### src/rtl/dsr_pkg.sv
package dsr_pkg;
   typedef enum logic [1:0] {
      RD_NONE   = 2'd0,
      RD_RETRY  = 2'd1,
      RD_DECODE = 2'd2,
      RD_IGNORE = 2'd3
   } rd_action_e;

   typedef struct packed {
      logic retry;
      logic decode;
      logic wr;
   } dsr_pulse_t;

   localparam int unsigned DSR_DEC_W = 16;
endpackage

### src/rtl/dsr_port_dec.sv
module dsr_port_dec #(
   parameter int unsigned ADDR_W = 16,
   parameter logic [15:0] STATUS_PORT = 16'h0008
) (
   input  logic              rd_req_i,
   input  logic [ADDR_W-1:0] rd_addr_i,
   output logic              hit_o
);
   import dsr_pkg::*;
   localparam int unsigned DEC_W = DSR_DEC_W;

   generate
      if (ADDR_W < DEC_W) begin : g_bad
         initial $error("dsr_port_dec: ADDR_W must be at least 16");
         assign hit_o = 1'b0;
      end else if (ADDR_W == DEC_W) begin : g_exact
         assign hit_o = rd_req_i && (rd_addr_i == STATUS_PORT);
      end else begin : g_wide
         logic upper_zero;
         assign upper_zero = (rd_addr_i[ADDR_W-1:DEC_W] == '0);
         assign hit_o = rd_req_i && upper_zero &&
                        (rd_addr_i[DEC_W-1:0] == STATUS_PORT);
      end
   endgenerate
endmodule

### src/rtl/dsr_retry_cnt.sv
module dsr_retry_cnt #(
   parameter int unsigned MAX_RETRY = 3
) (
   input  logic clk,
   input  logic rst_n,
   input  logic inc_i,
   input  logic clr_i,
   output logic last_o
);
   localparam int unsigned CNT_W = $clog2(MAX_RETRY + 1);
   localparam logic [CNT_W-1:0] LAST_VAL = CNT_W'(MAX_RETRY - 1);

   generate
      if (MAX_RETRY < 1) begin : g_bad
         initial $error("dsr_retry_cnt: MAX_RETRY must be at least 1");
      end
   endgenerate

   logic [CNT_W-1:0] cnt_q;

   assign last_o = inc_i && !clr_i && (cnt_q == LAST_VAL);

   always_ff @(posedge clk or negedge rst_n) begin
      if (!rst_n) begin
         cnt_q <= '0;
      end else if (clr_i) begin
         cnt_q <= '0;
      end else if (inc_i && (cnt_q != LAST_VAL)) begin
         cnt_q <= cnt_q + 1'b1;
      end
   end
endmodule

### src/rtl/dsr_bus_req.sv
module dsr_bus_req (
   input  logic clk,
   input  logic rst_n,
   input  logic set_i,
   input  logic gnt_i,
   input  logic kill_i,
   output logic req_o
);
   logic req_q;

   always_ff @(posedge clk or negedge rst_n) begin
      if (!rst_n) begin
         req_q <= 1'b0;
      end else if (kill_i) begin
         req_q <= 1'b0;
      end else if (set_i) begin
         req_q <= 1'b1;
      end else if (gnt_i) begin
         req_q <= 1'b0;
      end
   end

   assign req_o = req_q;
endmodule

### src/rtl/dsr_retry_ctrl.sv
module dsr_retry_ctrl #(
   parameter int unsigned ADDR_W      = 16,
   parameter logic [15:0] STATUS_PORT = 16'h0008,
   parameter int unsigned MAX_RETRY   = 3
) (
   input  logic              clk,
   input  logic              rst_n,
   input  logic              rd_req_i,
   input  logic [ADDR_W-1:0] rd_addr_i,
   input  logic              own_master_i,
   input  logic              gnt_i,
   input  logic              self_done_i,
   input  logic              status_rdy_i,
   output logic              retry_o,
   output logic              bus_req_o,
   output logic              status_wr_o,
   output logic              err_o,
   output logic              decode_en_o
);
   import dsr_pkg::*;

   logic       hit;
   logic       last_retry;
   logic       err_q;
   rd_action_e action;
   dsr_pulse_t pulse_d, pulse_q;
   logic       do_retry;
   logic       do_wr;

   dsr_port_dec #(.ADDR_W(ADDR_W), .STATUS_PORT(STATUS_PORT)) u_dec (
      .rd_req_i (rd_req_i),
      .rd_addr_i(rd_addr_i),
      .hit_o    (hit)
   );

   always_comb begin
      action = RD_NONE;
      if (hit) begin
         if (err_q)             action = RD_IGNORE;
         else if (status_rdy_i) action = RD_DECODE;
         else if (!own_master_i) action = RD_RETRY;
         else                   action = RD_NONE;
      end
   end

   assign do_retry = (action == RD_RETRY);
   assign do_wr    = self_done_i && !err_q;

   dsr_retry_cnt #(.MAX_RETRY(MAX_RETRY)) u_cnt (
      .clk   (clk),
      .rst_n (rst_n),
      .inc_i (do_retry),
      .clr_i (do_wr),
      .last_o(last_retry)
   );

   dsr_bus_req u_req (
      .clk   (clk),
      .rst_n (rst_n),
      .set_i (do_retry),
      .gnt_i (gnt_i),
      .kill_i(err_q || last_retry),
      .req_o (bus_req_o)
   );

   always_comb begin
      pulse_d.retry  = do_retry;
      pulse_d.decode = (action == RD_DECODE);
      pulse_d.wr     = do_wr;
   end

   always_ff @(posedge clk or negedge rst_n) begin
      if (!rst_n) begin
         pulse_q <= '0;
         err_q   <= 1'b0;
      end else begin
         pulse_q <= pulse_d;
         if (last_retry) err_q <= 1'b1;
      end
   end

   assign retry_o     = pulse_q.retry;
   assign decode_en_o = pulse_q.decode;
   assign status_wr_o = pulse_q.wr;
   assign err_o       = err_q;
endmodule

### config.mk
export PLATFORM = sky130hd
export DESIGN_NAME = dsr_retry_ctrl
export DESIGN_NICKNAME = d
export VERILOG_FILES = /design/src/rtl/dsr_pkg.sv /design/src/rtl/dsr_port_dec.sv /design/src/rtl/dsr_retry_cnt.sv /design/src/rtl/dsr_bus_req.sv /design/src/rtl/dsr_retry_ctrl.sv
export SDC_FILE = /design/constraint.sdc
export NUM_CORES = 1
export LEC_CHECK = 0
export BUFFER_PORTS_ARGS = -buffer_cell sky130_fd_sc_hd__buf_2
export CORE_UTILIZATION = 30
export CTS_CLUSTER_SIZE = 20
export DETAILED_ROUTE_END_ITERATION = 8
export SLEW_MARGIN = 20
export SYNTH_ARGS = -nofsm -noshare
export SYNTH_HDL_FRONTEND = slang
export SYNTH_SLANG_ARGS = --single-unit
### constraint.sdc
create_clock -name clk -period 2.4 [get_ports clk]
set_clock_uncertainty 0.15 [all_clocks]
set_input_delay 0.6 -clock clk [delete_from_list [all_inputs] [get_ports clk]]
set_output_delay 0.6 -clock clk [all_outputs]
set_load 0.02 [all_outputs]
# Word level (Yosys, flattened, before mapping)
# Index checks and enable logic that the tools add are counted.
# W data, S select, Z words.
# classes
n_addsub	1
n_mul	0
n_div	0
n_lt_le_gt_ge	0
n_eq_ne	5
shift	0
n_mux	9
bitwise	0
n_reduce_logical	10
# op_table
op	n
$eq A16 B4 Y1 const B	1
$mux W2	5
$logic_and A1 B1 Y1	5
$eq A2 B2 Y1 const B	2
$mux W1	4
$reduce_bool A3 Y1	1
$add A2 B1 Y2 const B	1
$eq A2 B1 Y1 const B	1
$logic_not A1 Y1	2
$ne A2 B2 Y1 const B	1
$reduce_bool A2 Y1	1
$logic_or A1 B1 Y1	1
# word_totals
reg_bits	7
latchBits	0
mem_bits_rw	0
rom_bits	0
inputBits	23
out_inout_bits	5
wordCells	31
n_memories	0

# Longest topological paths before layout
# Gate-level depths: netlist of run 1.
# logic_depth
word_depth	9
depth_mapped	6
ltp_nobuf	6

# Modules after synthesis
# A second synthesis of run 1 with hierarchy kept.
# unflattened
cells_unflattened	32
area_unflattened_um2	389.1
# modules_own_cells
mod	instances	cells_per_inst	area_per_inst_um2
dsr_retry_ctrl	1	9	142.6
dsr_retry_cnt	1	13	137.6
dsr_port_dec	1	6	65.1
dsr_bus_req	1	4	43.8

# Worst setup path before layout of run 1
# No wires, ideal clock.
# synth_timing
kind	input port to flip-flop
startpoint	in rd_addr_i[6]
endpoint	reg err_q (netlist: err_o)
setup_ns	0.064
t_arrival_ns	1.385
required_time_ns	2.186
slack_ns	0.800
path_stages	4
path_cell_list	nor4_2 and3_4 and3_4 a21o_1
# synth_via
elab_chain_len	6
# synth_lines
item	line	rtl
from (decl)	dsr_retry_ctrl.sv:9	input logic [ADDR_W-1:0] rd_addr_i,
$eq A16 B4 Y1	dsr_port_dec.sv:17	assign hit_o = rd_req_i && (rd_addr_i == STATUS_PORT);
$logic_and A1 B1 Y1	dsr_port_dec.sv:17	
$mux W2	dsr_retry_ctrl.sv:38	if (hit) begin
$eq A2 B1 Y1	dsr_retry_ctrl.sv:46	assign do_retry = (action == RD_RETRY);
via do_retry	dsr_retry_ctrl.sv:27	logic do_retry;
$logic_and A1 B1 Y1 (2 in a row)	dsr_retry_cnt.sv:21	assign last_o = inc_i && !clr_i && (cnt_q == LAST_VAL);
to (signal assigned)	dsr_retry_ctrl.sv:75	err_q <= 1'b0;
to (signal assigned)	dsr_retry_ctrl.sv:78	if (last_retry) err_q <= 1'b1;
to (decl)	dsr_retry_ctrl.sv:24	logic err_q;
# The timed path passes the listed nets, and every way through them passes these cells.
# A chain may end at the register's enable or synchronous reset.

# Worst setup path in the final report of run 1
# layout_timing
startpoint	reg err_q (netlist: err_o)
endpoint	out err_o
# layout_lines
item	line	rtl
to (decl)	dsr_retry_ctrl.sv:17	output logic err_o,
# No word-level cell between the ends.

==> results of run 1 <==
## routing by layer
| layer | GRT usage | vias to the layer above | part of all wire |
|---|---|---|---|
| li1 | - | 200 | - |
| met1 | 0.139 | 169 | 0.48 |
| met2 | 0.171 | 25 | 0.44 |
| met3 | 0 | 0 | 0.076 |
| met4 | 0.103 | 0 | 0 |
| met5 | 0 | - | 0 |
## cells in the mapped netlist
library cell | count | area share
ha_1 | 1 | 0.031
and3_4 | 2 | 0.056
nand4_1 | 1 | 0.016
nor4_4 | 1 | 0.053
nand3b_1 | 1 | 0.019
nor4bb_2 | 1 | 0.041
a21oi_1 | 3 | 0.037
and3_2 | 1 | 0.019
nor3_1 | 1 | 0.012
dfrtp_1 | 7 | 0.44
and2_2 | 1 | 0.019
nand3_1 | 2 | 0.025
and3_1 | 1 | 0.016
nor2_1 | 2 | 0.019
nor4_2 | 2 | 0.062
inv_1 | 2 | 0.019
o21ai_0 | 2 | 0.025
nor2b_1 | 2 | 0.031
a211o_2 | 1 | 0.025
nand4b_1 | 1 | 0.022
a21o_1 | 1 | 0.019
## cell type report
type,instances,area [sq um]
multi-input cells,27,219
flip-flops and latches,7,175
fillers,112,591
well taps,14,17.5
inverters,2,7.51
clock buffers,4,26.3
repair buffers,27,135
## sequential cells by signal, summed over array words and instances (netlist names)
signal	flops
u_cnt.cnt_q	2
err_o	1
status_wr_o	1
retry_o	1
decode_en_o	1
u_req.req_o	1
## cells by family (layout without fill, tap and decap cells)
logic type / after synthesis / count (layout) / share of synthesized area
buffers and inverters: 2 / 33 / 0.0187
AO/OA/AOI/OAI: 7 / 7 / 0.106
AND/OR/NAND/NOR: 19 / 19 / 0.408
flip-flops: 7 / 7 / 0.436
adder cells (fa/ha/maj): 1 / 1 / 0.0311
## metrics by stage
step	total power, mW	hold slack, ps	instances
floorplan	0.129	154	36
global placement	0.153	285	77
detailed placement	0.154	287	77
CTS	0.257	28.8	81
global route	0.268	27.0	81
finish	0.253	26.5	81
## where the power goes
| part | internal [mW] | leakage, nW | switching (mW) |
|---|---|---|---|
| Clock | 0.0631 | 0.0150 | 0.0386 |
| Sequential | 0.119 | 0.0955 | 0.000164 |
| Combinational | 0.0173 | 0.182 | 0.0150 |
| Total | 0.199 | 0.292 | 0.0538 |
## worst paths after layout
| path | startpoint | end | slack [ps] | cells past startpoint |
|---|---|---|---|---|
| min in group clk | err_o$_DFFE_PN0P_ | u_req.req_o$_DFFE_PN0P_ | 380 | 1 |
| max reg2reg | u_cnt.cnt_q[0]$_DFFE_PN0P_ | u_cnt.cnt_q[1]$_DFFE_PN0P_ | 810 | 6 |
| min | rst_n | retry_o$_DFF_PN0_ | 30 | 1 |
| max | err_o$_DFFE_PN0P_ | err_o | 780 | 1 |
| max in group asynchronous | rst_n | status_wr_o$_DFF_PN0_ | 1930 | 1 |
| min reg2reg | err_o$_DFFE_PN0P_ | u_req.req_o$_DFFE_PN0P_ | 380 | 1 |
==> impl_metrics.ini, run 1 <==
[critical_path]
crit_required_ps = 1650
crit_buf_inv = 1
critPathKind = flop to primary output
cp_slowest_cell = dfrtp_1
start_kind = flop
critical_path.endpoint_type = primary output
critPathArrivalTime_ps = 870
cp_max_fo = 5
path_cells = buf_2
cp_top_family = flip-flops
max_stage_delay_ps = 430

[cells_and_area]
drive_gt1_frac = 0.582
syn2layout_area_growth_pct = 44.5
diodes = 0
stdcell_area_sq_um = 581
layout.nets = 92
layout_common_cells = 27 x buf_2, 7 x dfrtp_1, 3 x a21oi_1, 3 x clkbuf_4
final_common_cell = buf_2
post-route-util = 0.496

[floorplan]
dieArea_sq_mm = 0.00149
core_area_sq_mm = 0.00117
die_x_um = 38.6
fp-row-count = 12
die_h_um = 38.6
ios = 28
initial_core_util = 0.343

[sta]
post-route-period-util = 0.675
final.setup.tns_ps = 0
fin_ws_ps = 779
rsz0062_at_grt = false
finalHoldViolations = 0
post-route-min-period_ps = 1620
tightest_slew_ps = 320
max_freq_mhz = 617
setup_viol = 0
slew_headroom = 0.785
maxSlewViolCount = 0

[global_routing]
grt_use_total = 0.111
grt_max_degree = 8
antenna_found_initial = 0
grt_pass1_wl_mm = 1.09
grt_pass1_vias = 290
grt_overflow = 0

[cts]
cts_tree = yes
cts_buffer_depth = 2
post_cts_buffers = 0
ctsResizeCount = 0
cts_root_buffer = clkbuf_4
cts_hold_buf = 0
clk_pin_slew_ps = 50
numCtsBuffers = 3
cts.sinks = 7
insertion_delay_ps = 240
htreeDepth = 1

[synthesis]
ys_ff_latch = 7
postSynthAreaPerCell_sq_um = 11.2
synth.distinct_cells = 21
syn_nets = 60
synth_area_sq_um = 402
yosys_warnings = 0
synthCells = 36
ys_seq_area_frac = 0.436

[placed_design]
routabilityCongestion = 0.787
io_buffer_count = 27
dpl_cell_area_sq_um = 554
place_hpwl_um = 660
pre_cts_ws_ps = 625

[drt]
num_vias = 394
antenna_left = 0
detail_route.first_pass.iterations = 2
totalWireLength_um = 787
via_per_inst = 4.86
wl_per_cell_um = 9.72
drc = 0
drtIter0Drc = 2

[run]
cap_violations = 0

[power_and_ir_drop]
vdd_drop_max_mv = 0.132
power.leakage_nw = 0.292
powerDensity_mw_per_mm2 = 436

[hold_path]
min_path_type = input pin to asynchronous set/reset pin

[outcome]
status = complete, no violations
No activity file was read; power rests on OpenSTA's default activity.
==> inputs of run 2 (changes only) <==
Clock period 2.4 ns to 1.3 ns, I/O delays scaled along.
==> run 2 against run 1 <==
Setup slack worse by 830 ps. The flow now finishes with violations (setup timing). Via count is 12% higher. Register-to-register slack got worse by 860 ps. Wire length grew 15%. Critical path type is now flop to flop. Clock power grew 89%. Global-route usage up 3.8 points.
==> impl_metrics.ini, run 2 (same netlist as run 1, synthesis figures left out) <==
[cts]
htreeDepth = 1
insertion_delay_ps = 250
cts.sinks = 7
cts_buffer_depth = 2
numCtsBuffers = 3
cts_tree = yes
cts_root_buffer = clkbuf_4
clk_pin_slew_ps = 60

[cells_and_area]
nFillCells = 103
syn2layout_area_growth_pct = 78.8
regMostFlops = u_cnt.cnt_q
multi_input_area_sq_um = 285
final-seq-area_sq_um = 176
diodes = 0
drive_gt1_frac = 0.747
fin_cells = 89
layout_common_cells = 26 x buf_2, 7 x buf_4, 6 x dfrtp_1
layout.nets = 100
largest_register_ffs = 2
final_common_cell = buf_2

[floorplan]
ios = 28
core_area_sq_mm = 0.00117
initial_core_util = 0.343
fp-row-count = 12
die_h_um = 38.6
die_x_um = 38.6
dieArea_sq_mm = 0.00149

[sta]
maxSlewViolCount = 0
rsz0062_at_grt = true
post-route-min-period_ps = 1350
max_freq_mhz = 741
slew_headroom = 0.784
finalHoldViolations = 0
post-route-period-util = 1.04
setup_viol = 2
tightest_slew_ps = 322
fin_ws_ps = -49.4

[critical_path]
path_cells = inv_2 -> ha_4 -> nor3_4 -> buf_4 -> nand4b_1 -> a21oi_2
crit_required_ps = 1330
critPathKind = flop to flop
start_kind = flop
critPathArrivalTime_ps = 1380
r2r_cells = 6
cp_slowest_cell = dfrtp_1
cp_max_fo = 2
max_stage_delay_ps = 380
critical_path.endpoint_type = flop
r2r_setup_slack_ps = -50
r2r_start = u_cnt.cnt_q[0]$_DFFE_PN0P_
r2r_end = u_cnt.cnt_q[1]$_DFFE_PN0P_

[hold_path]
min_path_type = input pin to flop
hp-start = gnt_i
min_delay_path_depth = 3
holdPathEnd = u_req.req_o$_DFFE_PN0P_

[drt]
num_vias = 440
antenna_left = 0
totalWireLength_um = 903
detail_route.first_pass.iterations = 5
wl_per_cell_um = 10.1
drtIter0Drc = 5
drc = 0
via_per_inst = 4.94

[global_routing]
grt_use_total = 0.149
grt_pass1_wl_mm = 1.50
grt_max_degree = 8
grt_overflow = 0
grt_pass1_vias = 420
antenna_found_initial = 0

[power_and_ir_drop]
p_total_mw = 0.494
powerDensity_mw_per_mm2 = 688
power.leakage_nw = 0.350
vdd_drop_max_mv = 0.328

[placed_design]
routabilityCongestion = 0.757
post-place-cells = 82
io_buffer_count = 27
place_hpwl_um = 746

[outcome]
status = finished with violations
violations = setup timing

[run]
cap_violations = 0
==> run 2: cell count changes in the layout (fill, tap and decap cells not counted), moves of 2 or more <==
| cell | before | now |
|---|---|---|
| a21oi_2 | 0 | 2 |
| buf_4 | 0 | 7 |
| o21ai_0 | 2 | 0 |
| a21oi_1 | 3 | 1 |
==> run 2: cell type report <==
cell class | count | area share
clock inverter | 1 | 0.00697
inverter | 2 | 0.0105
clock buffer | 3 | 0.0314
tap | 14 | 0.0244
multi-input combinational | 27 | 0.397
timing repair buffer | 35 | 0.284
sequential | 7 | 0.246
==> run 2: what timing repair did <==
item | CTS | global route
resized for setup | 5 | 9
setup buffers | 1 | 1
hold buffers | 1 | 0
hold endpoints to repair | 7 | 0
pin swaps | 2 | 3
gates cloned | 0 | 0
setup endpoints to repair | 3 | 5
==> run 2: how the worst max path moves through the flow <==
stage	from	to	slack, ps	cells after the start
after global routing	u_cnt.cnt_q[0]$_DFFE_PN0P_	u_cnt.cnt_q[1]$_DFFE_PN0P_	-120	6
after floorplan	u_cnt.cnt_q[0]$_DFFE_PN0P_	u_cnt.cnt_q[0]$_DFFE_PN0P_	-5	6
after global placement	rd_addr_i[6]	err_o$_DFFE_PN0P_	-170	5
final	u_cnt.cnt_q[0]$_DFFE_PN0P_	u_cnt.cnt_q[1]$_DFFE_PN0P_	-50	6
after CTS	u_cnt.cnt_q[0]$_DFFE_PN0P_	u_cnt.cnt_q[0]$_DFFE_PN0P_	-40	6
after detailed placement	rd_addr_i[1]	err_o$_DFFE_PN0P_	-180	5
==> run 2: metrics by stage <==
step           setup slack, ps  instance area (sq um)   util  hold WS (ps)  TNS (ps)
2_1_floorplan            -5.03                    427      -          -121     -13.9
3_3_place_gp              -170                    617  0.527          9.78      -768
3_5_place_dp              -181                    617  0.527          12.1      -842
4_1_cts                  -45.0                    671  0.573           177     -80.4
5_1_grt                   -121                    718  0.613           165      -294
6_report                 -49.4                    718  0.613           176     -85.0
==> run 2: routing by layer <==
metal,vias up,part of all wire,track usage
met2,24,0.49,0.254
li1,213,-,-
met3,0,0.081,0.0347
met5,-,0,0
met4,0,0,0.0776
met1,203,0.43,0.170
==> run 2: power breakdown <==
part           internal [mW]  leakage (nW)  total, mW  switching [mW]
registers              0.220        0.0939      0.220        0.000281
clock network          0.112        0.0177      0.193          0.0806
logic                 0.0451         0.238     0.0817          0.0366
total                  0.377         0.350      0.494           0.117
==> run 2: worst max-delay path: cells and delay by family (launching register included) <==
family | cells | cell delay [ps]
AND/OR/NAND/NOR | 2 | 240
adder cells (fa/ha/maj) | 1 | 170
buffers and inverters | 2 | 210
AO/OA/AOI/OAI | 1 | 140
flip-flops | 1 | 380
==> inputs of run 3 (changes only) <==
Settings changed: REMOVE_ABC_BUFFERS from default to 1, SETUP_SLACK_MARGIN from default to 0.2.
==> run 3 against run 2 <==
The flow still finishes with violations (setup timing). Non-clock buffer count up 3. Wire length up 17%. First-iteration DRC count down 100%. Utilization up 5.7 points. Critical path type unchanged. Critical endpoint unchanged.
==> impl_metrics.ini, run 3 (same netlist as run 1, synthesis figures left out) <==
[sta]
max_freq_mhz = 730
fin_ws_ps = -70.2
slew_headroom = 0.829
post-route-min-period_ps = 1370
finalHoldViolations = 0
tightest_slew_ps = 255
maxSlewViolCount = 0
post-route-period-util = 1.05
setup_viol = 2
rsz0062_at_grt = true

[cells_and_area]
syn2layout_area_growth_pct = 95.3
nFillCells = 102
post-route-util = 0.670
layout.nets = 103
diodes = 0
largest_register_ffs = 2
final_common_cell = buf_2
multi_input_area_sq_um = 295
layout_common_cells = 21 x buf_2, 9 x buf_4, 7 x buf_6
drive_gt1_frac = 0.756
regMostFlops = u_cnt.cnt_q
fin_cells = 92
final-seq-area_sq_um = 176
stdcell_area_sq_um = 785

[power_and_ir_drop]
switching_share = 0.232
p_int_mw = 0.385
switchingPower_mw = 0.116
p_seq_frac = 0.439
powerDensity_mw_per_mm2 = 639
vdd_drop_max_mv = 0.229
p_comb_frac = 0.179
power.leakage_nw = 0.369
pwr-share-clk = 0.382
p_total_mw = 0.502

[outcome]
status = finished with violations
violations = setup timing

[floorplan]
ios = 28
core_area_sq_mm = 0.00117
dieArea_sq_mm = 0.00149
initial_core_util = 0.343
fp-row-count = 12
die_x_um = 38.6
die_h_um = 38.6

[cts]
cts_tree = yes
numCtsBuffers = 3
cts_buffer_depth = 2
clk_pin_slew_ps = 50
htreeDepth = 1
cts_root_buffer = clkbuf_4
cts.sinks = 7
insertion_delay_ps = 250

[placed_design]
place_hpwl_um = 737
post-place-cells = 82
pre_cts_ws_ps = -216
io_buffer_count = 27
dpl_cell_area_sq_um = 592
routabilityCongestion = 0.777

[critical_path]
r2r_cells = 5
critPathCapture = u_cnt.cnt_q[1]$_DFFE_PN0P_
cp_num_cells = 5
path_cells = ha_4 -> nor3_4 -> nand3_2 -> o21ai_1 -> a21oi_1
critPathArrivalTime_ps = 1350
cp_top_family = flip-flops
r2r_end = u_cnt.cnt_q[1]$_DFFE_PN0P_
critical_path.endpoint_type = flop
cp_slowest_cell = dfrtp_1
startpoint = u_cnt.cnt_q[1]$_DFFE_PN0P_
r2r_setup_slack_ps = -70
crit_buf_inv = 0
max_stage_delay_ps = 410
r2r_start = u_cnt.cnt_q[1]$_DFFE_PN0P_
crit_required_ps = 1280
start_kind = flop
critPathKind = flop to flop
cp_max_fo = 2

[global_routing]
grt_overflow = 0
antenna_found_initial = 0
grt_pass1_vias = 407
grt_pass1_wl_mm = 1.60
grt_use_total = 0.157
grt_max_degree = 8

[run]
cap_violations = 0

[drt]
num_vias = 451
wl_per_cell_um = 11.5
totalWireLength_mm = 1.06
drtIter0Drc = 0
via_per_inst = 4.90
antenna_left = 0
detail_route.first_pass.iterations = 1
drc = 0

[hold_path]
min_path_type = input pin to flop
min_delay_path_depth = 3
run 3: cell count changes in the layout (fill, tap and decap cells not counted), sizes merged:
| cell | delta |
|---|---|
| clkinv | -1 |
| clkbuf | +1 |
| buf | +3 |
run 3: worst reg2reg max path: cells and delay by family (launching register included):
kind            cells  cell delay, ps
compound gates      2             230
fa+ha+maj           1             190
flops               1             410
simple gates        2             270
run 3: area by class of cell:
class / count / share of cell area
Clock buffer: 4 / 0.0335
Inverter: 2 / 0.00957
Multi-Input combinational cell: 27 / 0.376
Sequential cell: 7 / 0.225
Tap cell: 14 / 0.0223
Timing Repair Buffer: 38 / 0.333
run 3: metal layers:
layer  GRT usage  vias to the layer above  wire length, um
met3           0                        0               58
met4       0.112                        0                0
met5           0                        -                0
li1            -                      221                -
met2       0.263                       25              577
met1       0.192                      205              424
run 3: repair_timing:
| item | in CTS | in global routing |
|---|---|---|
| buffers inserted | 2 | 3 |
| endpoints found under the setup margin | 11 | 11 |
| hold endpoints to repair | 7 | 0 |
| gates resized for setup | 24 | 7 |
| hold buffers | 1 | 0 |
| pin swaps | 7 | 7 |
run 3: worst min-delay path by stage:
| stage | start | end | slack, ps |
|---|---|---|---|
| detailed placement | rst_n | status_wr_o$_DFF_PN0_ | 10 |
| global placement | rst_n | status_wr_o$_DFF_PN0_ | 10 |
| floorplan | rst_n | decode_en_o$_DFF_PN0_ | -120 |
| CTS | gnt_i | u_req.req_o$_DFFE_PN0P_ | 170 |
| global route | gnt_i | u_req.req_o$_DFFE_PN0P_ | 180 |
| finish | gnt_i | u_req.req_o$_DFFE_PN0P_ | 180 |
run 3: power groups by stage:
stage | clock, mW | sequential (mW) | combinational (mW)
global placement | 0 | 0.224 | 0.0660
detailed placement | 0 | 0.224 | 0.0675
CTS | 0.197 | 0.220 | 0.0832
finish | 0.192 | 0.220 | 0.0896
global route | 0.211 | 0.220 | 0.0960
floorplan | 0 | 0.226 | 0.0127
run 3: per-stage QoR:
| step | hold WS (ps) | TNS, ps |
|---|---|---|
| after floorplan | -121 | -289 |
| after global placement | 9.93 | -880 |
| after detailed placement | 11.9 | -965 |
| after CTS | 167 | -38.0 |
| after global routing | 183 | -327 |
| final | 181 | -115 |
